<file path="src/rtl/fir_sys_pkg.sv">
package fir_sys_pkg;

  localparam int SRC_FRAC = 15;

  localparam int TAB_SHORT [12] = '{-210, -480, 350, 2400, 5600, 8200,
                                    8200, 5600, 2400, 350, -480, -210};
  localparam int TAB_LONG_HALF [12] = '{-61, -131, -159, -41, 251, 561,
                                        579, 121, -781, -1239, 1501, 12001};

  // Q1.15 base value of tap k for a filter of m taps
  function automatic longint base_coef(int m, int k);
    if (m == 24)
      return longint'((k < 12) ? TAB_LONG_HALF[k] : TAB_LONG_HALF[23 - k]);
    else
      return longint'(TAB_SHORT[k % 12]);
  endfunction

  // Tap value rescaled to frac_bits fractional bits
  function automatic longint scaled_coef(int m, int frac_bits, int k);
    longint c;
    c = base_coef(m, k);
    if (frac_bits >= SRC_FRAC)
      return c <<< (frac_bits - SRC_FRAC);
    else
      return (c + (longint'(1) <<< (SRC_FRAC - 1 - frac_bits))) >>> (SRC_FRAC - frac_bits);
  endfunction

endpackage

</file>
<file path="src/rtl/fir_tap.sv">
module fir_tap #(
  parameter int N  = 12,
  parameter int AW = 28,
  parameter logic signed [N-1:0] COEF = '0
) (
  input  logic                 clk,
  input  logic                 rst,
  input  logic                 en,
  input  logic signed [N-1:0]  x_in,
  output logic signed [N-1:0]  x_out,
  input  logic signed [AW-1:0] sum_in,
  output logic signed [AW-1:0] sum_out
);
  localparam int PW = 2 * N;
  localparam logic signed [PW-1:0] COEF_W = {{N{COEF[N-1]}}, COEF};

  logic signed [N-1:0]  x_a, x_b;
  logic signed [PW-1:0] prod;
  logic signed [PW-1:0] x_b_w;
  logic signed [AW-1:0] acc;

  assign x_b_w = {{N{x_b[N-1]}}, x_b};

  always_ff @(posedge clk) begin
    if (rst) begin
      x_a  <= '0;
      x_b  <= '0;
      prod <= '0;
      acc  <= '0;
    end else if (en) begin
      x_a  <= x_in;
      x_b  <= x_a;
      prod <= x_b_w * COEF_W;
      acc  <= sum_in + {{(AW-PW){prod[PW-1]}}, prod};
    end
  end

  assign x_out   = x_b;
  assign sum_out = acc;
endmodule

</file>
<file path="src/rtl/fir_quant.sv">
module fir_quant #(
  parameter int N  = 12,
  parameter int L  = 11,
  parameter int AW = 28
) (
  input  logic                 clk,
  input  logic                 rst,
  input  logic                 en,
  input  logic signed [AW-1:0] acc_in,
  output logic signed [N-1:0]  y_q
);
  localparam int SW = AW + 1;
  localparam logic signed [SW-1:0] HALF = SW'(longint'(1) <<< (L - 1));
  localparam logic signed [SW-1:0] MAXV = SW'((longint'(1) <<< (N - 1)) - 1);
  localparam logic signed [SW-1:0] MINV = SW'(-(longint'(1) <<< (N - 1)));

  logic signed [SW-1:0] ext, biased, shr;
  logic signed [N-1:0]  sat;

  // bias by half an LSB, one less for negatives, then floor: ties leave zero
  always_comb begin
    ext    = {acc_in[AW-1], acc_in};
    biased = ext + HALF - {{(SW-1){1'b0}}, acc_in[AW-1]};
    shr    = biased >>> L;
    if (shr > MAXV)      sat = MAXV[N-1:0];
    else if (shr < MINV) sat = MINV[N-1:0];
    else                 sat = shr[N-1:0];
  end

  always_ff @(posedge clk) begin
    if (rst)     y_q <= '0;
    else if (en) y_q <= sat;
  end
endmodule

</file>
<file path="src/rtl/fir_systolic.sv">
module fir_systolic #(
  parameter int N = 12,
  parameter int L = 11,
  parameter int M = 12
) (
  input  logic         clk,
  input  logic         rst,
  input  logic         in_valid,
  output logic         in_ready,
  input  logic [N-1:0] x_in,
  output logic         out_valid,
  input  logic         out_ready,
  output logic [N-1:0] y_out
);
  localparam int AW = 2 * N + $clog2(M);

  logic                 step;
  logic                 ov_q;
  logic signed [N-1:0]  x_chain [M+1];
  logic signed [AW-1:0] s_chain [M+1];
  logic signed [AW-1:0] sum_last;
  logic signed [N-1:0]  y_q;

  assign in_ready   = !ov_q || out_ready;
  assign step       = in_valid && in_ready;
  assign x_chain[0] = x_in;
  assign s_chain[0] = '0;
  assign sum_last   = s_chain[M];

  for (genvar k = 0; k < M; k++) begin : g_tap
    fir_tap #(
      .N   (N),
      .AW  (AW),
      .COEF(N'(fir_sys_pkg::scaled_coef(M, L, k)))
    ) u_tap (
      .clk    (clk),
      .rst    (rst),
      .en     (step),
      .x_in   (x_chain[k]),
      .x_out  (x_chain[k+1]),
      .sum_in (s_chain[k]),
      .sum_out(s_chain[k+1])
    );
  end

  fir_quant #(.N(N), .L(L), .AW(AW)) u_quant (
    .clk   (clk),
    .rst   (rst),
    .en    (step),
    .acc_in(sum_last),
    .y_q   (y_q)
  );

  always_ff @(posedge clk) begin
    if (rst)            ov_q <= 1'b0;
    else if (step)      ov_q <= 1'b1;
    else if (out_ready) ov_q <= 1'b0;
  end

  assign out_valid = ov_q;
  assign y_out     = y_q;
endmodule

</file>
<file path="config.mk">
export PLATFORM = sky130hd
export DESIGN_NAME = fir_systolic
export DESIGN_NICKNAME = d
export VERILOG_FILES = /design/src/rtl/fir_sys_pkg.sv /design/src/rtl/fir_tap.sv /design/src/rtl/fir_quant.sv /design/src/rtl/fir_systolic.sv
export SDC_FILE = /design/constraint.sdc
export NUM_CORES = 2
export LEC_CHECK = 0
export BUFFER_PORTS_ARGS = -buffer_cell sky130_fd_sc_hd__buf_2
export CORE_ASPECT_RATIO = 0.8
export CORE_MARGIN = 2
export CORE_UTILIZATION = 66
export DETAILED_ROUTE_END_ITERATION = 16
export GPL_TIMING_DRIVEN = 0
export PLACE_DENSITY = 0.82
export SLEW_MARGIN = 10
export SYNTH_ARGS = -nofsm -noshare
export SYNTH_HDL_FRONTEND = slang
export SYNTH_SLANG_ARGS = --single-unit
</file>
<file path="constraint.sdc">
create_clock -name clk -period 11.65 [get_ports clk]
set_input_delay 2.33 -clock clk [delete_from_list [all_inputs] [get_ports clk]]
set_output_delay 2.33 -clock clk [all_outputs]
set_load 0.01 [all_outputs]
</file>
==> results.yml <==
clock_network:
  clkSinkCount: 809
  cts_inserted_buffers: 82
  path_clk_slew_ns: 0.07
  cts_resized: 0
  cts.path.max_buffers: 3
  holdBufCountCts: 0
  cts_root_buffer: "clkbuf_16"
  htreeDepth: 3
  cts_tree: "built"
  post-cts-setup-buffer-count: 0
  worstSkewPairLatency_ns: 0.68
layout:
  area_delta_synth_final_pct: 8.33
  layout-drive-gt1-share_pct: 3.35
  instances_no_fill: 8123
  fillers: 6447
  nets: 7892
  utilization_pct: 72.2
global_route:
  gr-total-overflow: 0
  grt_pass1_wl_um: 256000
  antenna_found_initial: 7
  grt_util_all_layers_pct: 38.1
  grt_pass1_vias: 46400
  grt_max_degree: 16
worst_setup_path:
  cp.required_ns: 12.15
  path_delay_family: "compound AO/OA/AOI/OAI gates"
  setup.worst_path.end_class: "register"
  crit_top_cell: "inv_1"
  crit_start: "g_tap[4].u_tap.x_out[2]$_SDFFE_PP0P_"
  cpMaxStageDelayCell: "dfxtp_1"
  worstPathMaxFanout: 7
  crit_path_start_kind: "register"
  cp_num_buf_inv: 5
  critPathArrivalTime_ns: 6.35
  reg2reg_from: "g_tap[4].u_tap.x_out[2]$_SDFFE_PP0P_"
  critical_path.cell_chain: "inv_1 -> fa_1 -> inv_1 -> ha_1 -> ha_1 -> inv_1 -> fa_1 -> inv_1 -> ha_1 -> inv_1 -> fa_1 -> nor2b_1 -> o21ai_0 -> a21boi_0 -> o21ai_0 -> a21oi_1 -> o21a_1 -> o31ai_1 -> a21oi_1 -> a41oi_1 -> xor2_1 -> a21oi_1"
  slowest_delay_ns: 0.59
  critPathKind: "register to register"
logic_synthesis:
  yosys_warnings: 0
  async_flop_share_pct: 0
  yosysTopAreaCellShare_pct: 29.5
  netlist_area_sq_um: 54900
  synth_cell_types: 84
  yosysMostFrequentCell: "nand2_1"
  ys_seq_area_share_pct: 29.5
  synth_area_per_cell_sq_um: 8.04
  synth_edf_count: 0
  synth_commonest_cells: "nand2_1 (1367), a21oi_1 (928), dfxtp_1 (809), ha_1 (749), inv_1 (657)"
  ys.flop_type: "dfxtp_1"
  synth_seq_cells: 809
  synth_cells: 6831
  synth_nets: 7780
  synth_area_leaders: "dfxtp_1 (30%), ha_1 (17%), nand2_1 (9.3%), a21oi_1 (8.5%), fa_1 (6.7%)"
  synth_top_cell_by_area: "dfxtp_1"
sta:
  slew_viol_final: 0
  finalHoldViolCount: 0
  fmax_mhz: 171
  tightest_slew_ns: 1.43
  max-slew-margin-rel_pct: 4.40
  post-route-period-util_pct: 50.1
  setup_slack_ns: 5.81
  rsz0062_at_grt: "false"
  period_needed_ns: 5.84
  finClkSkew_ns: 0.0317
  tns_ns: 0
  setup_viol: 0
pwr:
  peakVddDrop_mv: 0.151
  power_density_nw_per_um2: 110
  fin_total_pwr_mw: 6.55
  leakage_nw: 26.6
detailed_routing:
  viasPerCell: 6.08
  drt-pass1-iter-count: 11
  route.detailed.drc: 0
  vias: 49400
  drt_iter0_markers: 5219
  wl_per_cell_um: 20.4
  ant_nets: 0
  routed_wl_um: 165000
hold_path:
  min_from: "g_tap[7].u_tap.x_a[10]$_SDFFE_PP0P_"
  holdCritPathClass: "register to register"
floorplanning:
  core_sq_um: 82300
  start_util_pct: 66.7
  die_w_um: 326
  io_pins: 30
  die_area_sq_um: 85500
  die_h_um: 262
  num_rows: 94
placed_design:
  place_inst: 7963
  dp_hpwl_um: 127000
  dp_worst_setup_slack_ns: 5.58
  port_buffers: 28
  place.gp.congestion: 0.996
run_status:
  outcome: "completed"
flow_run:
  maxCapViolCount: 0
routing by layer:
layer,vias to the layer above,global-route usage [%],share of wire [%]
met1,23300,52.9,42
met2,2420,57.7,42
met4,4,16.0,4.6
met5,-,0,0.016
li1,23200,-,-
met3,448,8.26,11
report_power, final:
part / internal (mW) / leakage (nW) / total (mW) / switching [mW]
Clock: 1.73 / 1.46 / 2.97 / 1.24
Sequential: 2.82 / 6.54 / 2.87 / 0.0467
Combinational: 0.200 / 18.6 / 0.701 / 0.501
through the flow:
step           hold slack, ns  instance area (sq um)
2_1_floorplan           0.423                  54900
3_3_place_gp            0.436                  56400
3_5_place_dp            0.444                  56400
4_1_cts                 0.452                  59400
5_1_grt                 0.466                  59500
6_report                0.451                  59500
registers in the layout (all words and copies together), names as in the netlist:
name and cells:
g_tap.u_tap.prod 216, g_tap.u_tap.sum_out 315, g_tap.u_tap.x_a 123, g_tap.u_tap.x_out 142
out_valid 1, u_quant.y_q 12
cells by family (layout without fill, tap and decap cells):
family / count (synthesis) / after routing / synth area share [%]
xor gates and xnor gates: 364 / 364 / 5.81
DFF: 809 / 809 / 29.5
adders and majority gates: 933 / 933 / 23.8
muxes: 7 / 7 / 0.128
other: 0 / 7 / 0
AOI/OAI and AO/OA: 1717 / 1717 / 18.6
buffers and inverters: 922 / 1103 / 6.32
and+or+nand+nor: 2079 / 2079 / 15.9
path summary, 6_finish.rpt:
check	depth (start not counted)	end	slack (ns)
setup / recovery	22	g_tap[4].u_tap.prod[22]$_SDFFE_PP0P_	5.81
hold / removal	2	g_tap[7].u_tap.x_out[10]$_SDFFE_PP0P_	0.45
hold reg to reg	2	g_tap[7].u_tap.x_out[10]$_SDFFE_PP0P_	0.45
setup reg to reg	22	g_tap[4].u_tap.prod[22]$_SDFFE_PP0P_	5.81
cells in the final DEF, fill, tap and decap left out, types with 59 or more instances in the layout:
| master | count |
|---|---|
| a21o_1 | 123 |
| o21ai_0 | 229 |
| a211oi_1 | 64 |
| nor2_1 | 300 |
| nand3_1 | 67 |
| inv_1 | 657 |
| nor2b_1 | 59 |
| o21bai_1 | 86 |
| xor2_1 | 123 |
| clkbuf_16 | 82 |
| a21oi_1 | 928 |
| nor3_1 | 86 |
| dfxtp_1 | 809 |
| nand2_1 | 1367 |
| fa_1 | 184 |
| ha_1 | 749 |
| xnor2_1 | 241 |
| clkbuf_1 | 253 |
tightest hold or removal path: cells and delay by family (launching register included):
family,cells,cell delay (ns)
AND/OR/NAND/NOR,1,0.05
AO/OA/AOI/OAI,1,0.05
flip-flops,1,0.31
area by class of cell:
class | count | area [sq um] | area share, %
Sequential cell | 809 | 16200 | 27.2
Buffer | 265 | 1020 | 1.71
Tap cell | 1104 | 1380 | 2.32
Multi-Input combinational cell | 5100 | 35200 | 59.2
Clock buffer | 98 | 2210 | 3.72
Inverter | 657 | 2470 | 4.15
Timing Repair Buffer | 28 | 140 | 0.236
Antenna cell | 7 | 17.5 | 0.0295
Clock inverter | 55 | 811 | 1.36
(Power assumes the default switching activity.)
